--- config.mk ---
export PLATFORM = sky130hd
export DESIGN_NAME = mux_bus_reg_if
export DESIGN_NICKNAME = d
export VERILOG_FILES = /design/src/rtl/mux_bus_reg_pkg.sv /design/src/rtl/mux_bus_reg_ctrl.sv /design/src/rtl/mux_bus_reg_dp.sv /design/src/rtl/mux_bus_reg_if.sv
export SDC_FILE = /design/constraint.sdc
export NUM_CORES = 1
export LEC_CHECK = 0
export BUFFER_PORTS_ARGS = -buffer_cell sky130_fd_sc_hd__buf_2
export CAP_MARGIN = 20
export CORE_ASPECT_RATIO = 1.4
export CORE_MARGIN = 2
export CORE_UTILIZATION = 48
export DETAILED_ROUTE_END_ITERATION = 8
export PLACE_DENSITY_LB_ADDON = 0.12
export SLEW_MARGIN = 0
export SYNTH_ARGS = -nofsm -noshare
export SYNTH_HDL_FRONTEND = slang
export SYNTH_SLANG_ARGS = --single-unit
--- constraint.sdc ---
create_clock -name clk -period 1.46 [get_ports clk]
set_input_delay 0.292 -clock clk [delete_from_list [all_inputs] [get_ports clk]]
set_output_delay 0.292 -clock clk [all_outputs]
set_load 0.05 [all_outputs]
--- src/rtl/mux_bus_reg_pkg.sv ---
package mux_bus_reg_pkg;
  localparam int ADDR_W = 3;

  // Decoded register addresses
  localparam logic [ADDR_W-1:0] ADDR_CTRLA = 3'd0;
  localparam logic [ADDR_W-1:0] ADDR_CTRLB = 3'd1;
  localparam logic [ADDR_W-1:0] ADDR_DET   = 3'd2;
  localparam logic [ADDR_W-1:0] ADDR_TONE  = 3'd3;

  // Strobes from the control side to the datapath
  typedef struct packed {
    logic              wrEn;   // write the addressed register this cycle
    logic              detClr; // detect read has completed
    logic              csOk;   // chip select stored as active
    logic [ADDR_W-1:0] addr;   // stored register address
  } ctl_strb_t;
endpackage

--- src/rtl/mux_bus_reg_ctrl.sv ---
module mux_bus_reg_ctrl
  import mux_bus_reg_pkg::*;
(
  input  logic              clk,
  input  logic              rst,
  input  logic              ale,
  input  logic              csN,
  input  logic              rdN,
  input  logic              wrN,
  input  logic [ADDR_W-1:0] adLow,
  output ctl_strb_t         strb,
  output logic              busOe
);
  logic aleQ, rdQ, wrQ, csOk;
  logic [ADDR_W-1:0] addrQ;

  // store the address and chip select on the falling edge of the address strobe
  always_ff @(posedge clk) begin
    if (rst) begin
      aleQ  <= 1'b0;
      rdQ   <= 1'b1;
      wrQ   <= 1'b1;
      csOk  <= 1'b0;
      addrQ <= '0;
    end else begin
      aleQ <= ale;
      rdQ  <= rdN;
      wrQ  <= wrN;
      if (aleQ && !ale) begin
        addrQ <= adLow;
        csOk  <= !csN;
      end
    end
  end

  always_comb begin
    strb.addr   = addrQ;
    strb.csOk   = csOk;
    // a write takes effect when the write strobe rises
    strb.wrEn   = !wrQ && wrN && csOk;
    // a read of the detect register completes when the read strobe rises
    strb.detClr = !rdQ && rdN && csOk && (addrQ == ADDR_DET);
    // drive the bus only during a read with chip select active
    busOe       = !rdN && csOk;
  end
endmodule

--- src/rtl/mux_bus_reg_dp.sv ---
module mux_bus_reg_dp
  import mux_bus_reg_pkg::*;
#(
  parameter int DATA_W     = 8,
  parameter int DET_W      = 4,
  parameter int CLKSEL_BIT = 7
) (
  input  logic              clk,
  input  logic              rst,
  input  ctl_strb_t         strb,
  input  logic [DATA_W-1:0] adIn,
  input  logic [DET_W-1:0]  detFlags,
  input  logic              dpskMode,
  input  logic              xtalClk,
  input  logic              baudClk16,
  output logic [DATA_W-1:0] adOut,
  output logic              intOe,
  output logic              clkOut,
  output logic [DATA_W-1:0] ctrlAVal,
  output logic [DATA_W-1:0] ctrlBVal,
  output logic [DATA_W-1:0] toneVal,
  output logic [DET_W-1:0]  detVal
);
  logic [DATA_W-1:0] ctrlA, ctrlB, tone;
  logic [DET_W-1:0]  det;

  // the writable registers
  always_ff @(posedge clk) begin
    if (rst) begin
      ctrlA <= '0;
      ctrlB <= '0;
      tone  <= '0;
    end else if (strb.wrEn) begin
      case (strb.addr)
        ADDR_CTRLA: ctrlA <= adIn;
        ADDR_CTRLB: ctrlB <= adIn;
        ADDR_TONE:  tone  <= adIn;
        default: ;
      endcase
    end
  end

  // sticky detect bits; a flag that is high in the clear cycle is kept
  always_ff @(posedge clk) begin
    if (rst)              det <= '0;
    else if (strb.detClr) det <= detFlags;
    else                  det <= det | detFlags;
  end

  always_comb begin
    adOut = '0;
    case (strb.addr)
      ADDR_CTRLA: adOut = ctrlA;
      ADDR_CTRLB: adOut = ctrlB;
      ADDR_DET:   adOut[DET_W-1:0] = det;
      ADDR_TONE:  adOut = tone;
      default:    adOut = '0;
    endcase
  end

  assign intOe    = |det;
  // the baud clock is used only when selected and the mode input is high
  assign clkOut   = (ctrlB[CLKSEL_BIT] && dpskMode) ? baudClk16 : xtalClk;
  assign ctrlAVal = ctrlA;
  assign ctrlBVal = ctrlB;
  assign toneVal  = tone;
  assign detVal   = det;
endmodule

--- src/rtl/mux_bus_reg_if.sv ---
module mux_bus_reg_if
  import mux_bus_reg_pkg::*;
#(
  parameter int DATA_W     = 8,
  parameter int DET_W      = 4,
  parameter int CLKSEL_BIT = 7
) (
  input  logic              clk,
  input  logic              rst,
  input  logic              ale,
  input  logic              csN,
  input  logic              rdN,
  input  logic              wrN,
  input  logic [DATA_W-1:0] adIn,
  output logic [DATA_W-1:0] adOut,
  output logic              adOe,
  input  logic [DET_W-1:0]  detFlags,
  input  logic              dpskMode,
  input  logic              xtalClk,
  input  logic              baudClk16,
  output logic              clkOut,
  output logic              intOe
);
  ctl_strb_t         strb;
  logic [DATA_W-1:0] ctrlAVal, ctrlBVal, toneVal;
  logic [DET_W-1:0]  detVal;

  mux_bus_reg_ctrl u_ctrl (
    .clk   (clk),
    .rst   (rst),
    .ale   (ale),
    .csN   (csN),
    .rdN   (rdN),
    .wrN   (wrN),
    .adLow (adIn[ADDR_W-1:0]),
    .strb  (strb),
    .busOe (adOe)
  );

  mux_bus_reg_dp #(
    .DATA_W     (DATA_W),
    .DET_W      (DET_W),
    .CLKSEL_BIT (CLKSEL_BIT)
  ) u_dp (
    .clk       (clk),
    .rst       (rst),
    .strb      (strb),
    .adIn      (adIn),
    .detFlags  (detFlags),
    .dpskMode  (dpskMode),
    .xtalClk   (xtalClk),
    .baudClk16 (baudClk16),
    .adOut     (adOut),
    .intOe     (intOe),
    .clkOut    (clkOut),
    .ctrlAVal  (ctrlAVal),
    .ctrlBVal  (ctrlBVal),
    .toneVal   (toneVal),
    .detVal    (detVal)
  );
endmodule

==> results.json, run 1 <==
{
  "maxSlewViolCount": 0,
  "core-area_um2": 3320,
  "p_comb_share_pct": 9.6,
  "dpl-instance-area_um2": 1920,
  "cap_violations": 0,
  "netlist_area_um2": 1620,
  "fin_nets": 223,
  "synth.avg_cell_area_um2": 10.3,
  "top_layer_used": "met4",
  "io_buffer_count": 31,
  "wirelength_mm": 3.65,
  "worst_path_max_delay_cell": "mux4_2",
  "slowest_delay_ps": 490,
  "setup_viol": 9,
  "relSlewSlack_pct": 61.2,
  "overflow": 0,
  "ir_drop_v": 0.000699,
  "status": "complete, but fails checks",
  "clk_path_buf_depth": 2,
  "synth.yosys.seq_area_share_pct": 43.1,
  "critPathLaunchType": "register",
  "pin_count": 32,
  "p_switching_uw": 444,
  "ant_nets": 0,
  "synth_xor_xnor_area_share_pct": 0,
  "critical_path.cell_chain": "buf_12 > mux4_2 > nor2b_4 > buf_6",
  "cp_max_fo": 3,
  "dpl.hpwl_mm": 2.45,
  "drtPass1Iterations": 4,
  "dieHeight_um": 72.8,
  "seqPwrFrac_pct": 47.6,
  "ys_types": 24,
  "clk_latency_ps": 280,
  "cp_data_arrival_time_ps": 1560,
  "multi_input_area_um2": 942,
  "power_uw": 2070,
  "fin_cells": 243,
  "clock.fmax_mhz": 539,
  "finalCritPeriodShare_pct": 127,
  "met1_length_mm": 1.49,
  "fin_ws_ps": -397,
  "drive_above_1_share_pct": 44.3,
  "antenna_cells": 0,
  "period_needed_ps": 1860,
  "cts_sinks": 35,
  "worstSetupPathType": "register to output port",
  "worstMarginPinSlew_ps": 582,
  "synth_compound_area_share_pct": 4.62,
  "path_buf_inv": 2,
  "gp_congestion": 0.753,
  "p_per_area_nw_per_um2": 929,
  "grt_max_degree": 44,
  "hp-class": "input pin to register",
  "antenna_found_initial": 0,
  "synthSimpleGateAreaFrac_pct": 22.3,
  "synth_top_family_by_area": "multiplexers",
  "grtUsageTotal_pct": 22.1,
  "postCtsHoldBufs": 0,
  "num_rows": 25,
  "start_util_pct": 49.0,
  "rsz0062_at_grt": "yes",
  "design_area_um2": 2230,
  "clkPwrFrac_pct": 42.8,
  "cts_tree": "done",
  "dr_wl_met2_mm": 1.97,
  "dieArea_um2": 3870,
  "synth_warnings": 0,
  "muxShareOfSynthArea_pct": 25.7,
  "fin_skew_ps": 5.77,
  "syn2layout_area_growth_pct": 37.1,
  "grt_pass1_wl_mm": 6.16,
  "p_sw_share_pct": 21.4,
  "remaining_drc_errors": 0,
  "cp-end-kind": "output port",
  "dp.cells": 231,
  "violations": "negative setup slack",
  "drt_iter0_drc": 9,
  "syn_inst": 157,
  "vias": 1258,
  "wire_per_inst_um": 15.0,
  "critPathRequiredTime_ps": 1170,
  "ys_ff_latch": 35,
  "syn_nets": 178,
  "viasPerCell": 5.18,
  "n_fill_cell": 286,
  "synthAdderAreaFrac_pct": 0,
  "cts_buffers": 5,
  "grt_pass1_vias": 1347,
  "htreeDepth": 2,
  "die_w_um": 53.2,
  "root_buffer": "clkbuf_8",
  "wl_met3_um": 147,
  "p_leak_uw": 0.00100,
  "register_area_um2": 708,
  "cp_top_family": "multiplexers",
  "finalHoldViolCount": 0,
  "p_int_uw": 1620,
  "path_clk_slew_ps": 70
}
==> layer usage <==
metal,global-route usage [%],vias to the layer above
met5,0,-
met4,7.41,0
met3,6.35,5
li1,-,619
met2,37.8,28
met1,26.0,606
==> repair_timing <==
item | in CTS | in global routing
pin swaps | 2 | 0
setup buffers | 4 | 0
gates cloned | 0 | 0
resized for setup | 38 | 4
endpoints found under the setup margin | 10 | 18
==> flip-flops by register name, indices dropped and copies added (netlist names) <==
signal and flops:
u_ctrl.csOk 1, u_ctrl.rdQ 1, u_dp.ctrlBVal 8, u_ctrl.addrQ 3, u_dp.detVal 4, u_ctrl.wrQ 1, u_dp.ctrlAVal 8, u_ctrl.aleQ 1
u_dp.toneVal 8
==> power by group through the flow <==
stage	clock network [uW]	registers, uW	logic (uW)
after CTS	910	984	199
final	885	985	199
after global placement	0	1010	158
after detailed placement	0	1010	162
after global routing	949	986	214
after floorplan	0	1000	109
==> cell families after synthesis <==
| family | count (synthesis) |
|---|---|
| flops | 35 |
| simple gates | 59 |
| mux | 36 |
| buf+inv | 14 |
| compound gates | 13 |
==> worst register-to-register path: cells and delay by family, from the launching register on <==
kind | cells | cell delay (ps)
buf+inv | 4 | 530
flops | 1 | 370
simple gates | 2 | 240
mux | 1 | 200
==> synth_stat cells <==
cell / count / area [um2]
mux4_2: 4 / 90.1
nand2b_1: 34 / 213
nand4bb_1: 1 / 11.3
mux2_2: 5 / 56.3
a22oi_1: 4 / 30.0
or4_1: 1 / 7.51
buf_6: 1 / 11.3
clkbuf_1: 4 / 15.0
or2_2: 3 / 18.8
nand2_1: 2 / 7.51
a21oi_1: 5 / 25.0
dfxtp_1: 35 / 701
mux2i_1: 27 / 270
nor2_1: 8 / 30.0
and4bb_2: 1 / 12.5
and2_1: 1 / 6.26
inv_1: 4 / 15.0
nand3_2: 1 / 10.0
buf_1: 1 / 3.75
buf_2: 2 / 10.0
nand3b_1: 1 / 7.51
buf_4: 2 / 15.0
o21ai_0: 4 / 20.0
nor2b_1: 6 / 37.5
==> path summary, 6_finish.rpt <==
| path | startpoint | to | slack (ps) | cells past startpoint |
|---|---|---|---|---|
| setup / recovery | u_ctrl.addrQ[1] | adOut[1] | -400 | 4 |
| hold / removal | wrN | u_ctrl.wrQ | 210 | 2 |
| setup reg to reg | u_ctrl.addrQ[1] | u_dp.ctrlAVal[1] | 40 | 7 |
| hold reg to reg | u_dp.ctrlBVal[5] | u_dp.ctrlBVal[5] | 480 | 2 |
==> layout by cell type, fill, tap and decap left out, types with 2 or more instances in the layout <==
cell type / instances
a21oi_1: 5
a22oi_2: 4
buf_12: 2
buf_2: 21
buf_4: 11
buf_6: 12
buf_8: 2
clkbuf_8: 6
dfxtp_1: 31
dfxtp_2: 3
inv_1: 4
mux2_2: 3
mux2_4: 2
mux2i_1: 27
mux4_2: 4
nand2b_1: 34
nor2_1: 3
nor2_2: 3
nor2_4: 2
nor2b_1: 2
nor2b_4: 4
o21ai_0: 4
or2_2: 3
==> area by class of cell <==
class / instances / share of cell area [%]
timing repair buffer: 48 / 17.7
clock inverter: 2 / 1.57
inverter: 4 / 0.675
sequential: 35 / 31.8
multi-input combinational: 108 / 42.3
tap: 40 / 2.25
clock buffer: 6 / 3.71
==> stage by stage <==
| step | util, % | TNS (ps) | hold slack, ps | worst slack [ps] |
|---|---|---|---|---|
| final | 67.1 | -3000 | 208 | -397 |
| after global placement | 58.0 | -1760 | 459 | -261 |
| after floorplan | - | 0 | 399 | 5.50 |
| after global routing | 67.1 | -3570 | 207 | -443 |
| after CTS | 66.8 | -3020 | 203 | -406 |
| after detailed placement | 58.0 | -1790 | 468 | -275 |
Note: power is estimated with default switching activity, not from simulation.
==> run 2, diff against run 1 <==
- clock period: 1.46 -> 1.7 ns (I/O delays scaled with it)
==> results.json, run 2 (same netlist as run 1, synthesis figures left out) <==
{
  "status": "complete, but fails checks",
  "violations": "negative setup slack",
  "start_util_pct": 49.0,
  "cp_data_arrival_time_ps": 1570,
  "num_rows": 25,
  "die_w_um": 53.2,
  "finalHoldViolCount": 0,
  "period_needed_ps": 1910,
  "clock.fmax_mhz": 523,
  "antenna_cells": 0,
  "p_int_uw": 1290,
  "core-area_um2": 3320,
  "remaining_drc_errors": 0,
  "setup-tns-final_ps": -1490,
  "power_uw": 1660,
  "p_switching_uw": 379,
  "worstSetupPathType": "register to output port",
  "finalCritPeriodShare_pct": 112,
  "clk_path_buf_depth": 2,
  "grtUsageTotal_pct": 20.9,
  "wirelength_mm": 3.64,
  "worst_path_max_delay_cell": "mux4_2",
  "critPathLaunchType": "register",
  "drtPass1Iterations": 4,
  "setup_viol": 8,
  "fin_ws_ps": -212,
  "dpl.hpwl_mm": 2.44,
  "slowest_delay_ps": 490,
  "dp.cells": 227,
  "pin_count": 32,
  "fin_cells": 239,
  "grt_max_degree": 44,
  "final_common_cell": "nand2b_1",
  "cp_max_fo": 6,
  "root_buffer": "clkbuf_8",
  "postCtsHoldBufs": 0,
  "finish.utilization_pct": 65.3,
  "p_per_area_nw_per_um2": 769,
  "path_clk_slew_ps": 70,
  "drt_iter0_drc": 22,
  "syn2layout_area_growth_pct": 33.4,
  "critPathRequiredTime_ps": 1360,
  "p_leak_uw": 0.000961,
  "htreeDepth": 2,
  "ant_nets": 0,
  "hp-class": "input pin to register",
  "dieArea_um2": 3870,
  "ir_drop_v": 0.000707,
  "viasPerCell": 5.15,
  "critical_path.cell_chain": "buf_12 > mux4_2 > nor2b_4 > buf_6",
  "grt_pass1_vias": 1298,
  "cts_tree": "done",
  "cts_buffers": 5,
  "maxSlewViolCount": 0,
  "io_buffer_count": 31,
  "seqPwrFrac_pct": 50.8,
  "overflow": 0,
  "cp_top_family": "multiplexers",
  "cts_sinks": 35,
  "clkPwrFrac_pct": 39.4,
  "dieHeight_um": 72.8,
  "cap_violations": 0,
  "clk_latency_ps": 280,
  "fin_nets": 219,
  "pre_cts_slack_ps": -22.3,
  "vias": 1230,
  "grt_pass1_wl_mm": 5.77,
  "relSlewSlack_pct": 60.7,
  "rsz0062_at_grt": "yes",
  "p_sw_share_pct": 22.8,
  "most-common-layout-cells": "nand2b_1, dfxtp_1, mux2i_1, buf_2, buf_6",
  "path_buf_inv": 2,
  "worstMarginPinSlew_ps": 589,
  "gp_congestion": 0.750,
  "cp-end-kind": "output port",
  "wire_per_inst_um": 15.2,
  "fin_skew_ps": 3.67,
  "p_comb_share_pct": 9.8,
  "antenna_found_initial": 0,
  "drive_above_1_share_pct": 41.2
}
-- run 2: worst register-to-register path, delay by kind of cell, from the launching register on --
family                 cells  cell delay [ps]
buffers and inverters      5              670
DFF                        1              360
and+or+nand+nor            2              230
muxes                      1              200
-- run 2: what timing repair did --
| action | in CTS | in global routing |
|---|---|---|
| resized for setup | 26 | 12 |
| endpoints found under the setup margin | 9 | 9 |
| cloned | 1 | 0 |
| setup buffers | 1 | 2 |
| pin swaps | 2 | 5 |
-- run 2: power by group through the flow --
stage                     registers [uW]  clock network [uW]  logic [uW]
after floorplan                      858                   0        90.1
after global placement               863                   0         133
after detailed placement             864                   0         138
after CTS                            845                 666         154
after global routing                 848                 709         176
final                                846                 655         163
-- run 2: area by class of cell --
| type | count | area (um2) |
|---|---|---|
| fillers | 288 | 1150 |
| repair buffers | 44 | 358 |
| multi-input cells | 108 | 936 |
| well taps | 40 | 50.0 |
| clock buffers | 8 | 100 |
| flip-flops and latches | 35 | 707 |
| inverters | 4 | 15.0 |
-- run 2: final timing paths --
kind	start	end	slack [ps]	cells after the start
worst max-delay path	u_ctrl.addrQ[1]	adOut[2]	-210	4
worst min-delay path	wrN	u_ctrl.wrQ	260	2
worst max register to register	u_ctrl.addrQ[1]	u_dp.ctrlAVal[6]	160	8
worst min register to register	u_dp.ctrlAVal[3]	u_dp.ctrlAVal[3]	480	2
-- run 2: per-layer routing --
layer | track usage [%] | share of wire [%]
met5 | 0 | 0
met4 | 6.84 | 1.3
met3 | 5.33 | 3.8
met2 | 38.6 | 55
met1 | 22.3 | 40
-- run 2: through the flow --
stage / area (um2) / hold WS (ps)
after floorplan: 1640 / 446
after global placement: 1870 / 458
after global routing: 2170 / 242
after detailed placement: 1870 / 463
final: 2170 / 256
after CTS: 2110 / 252
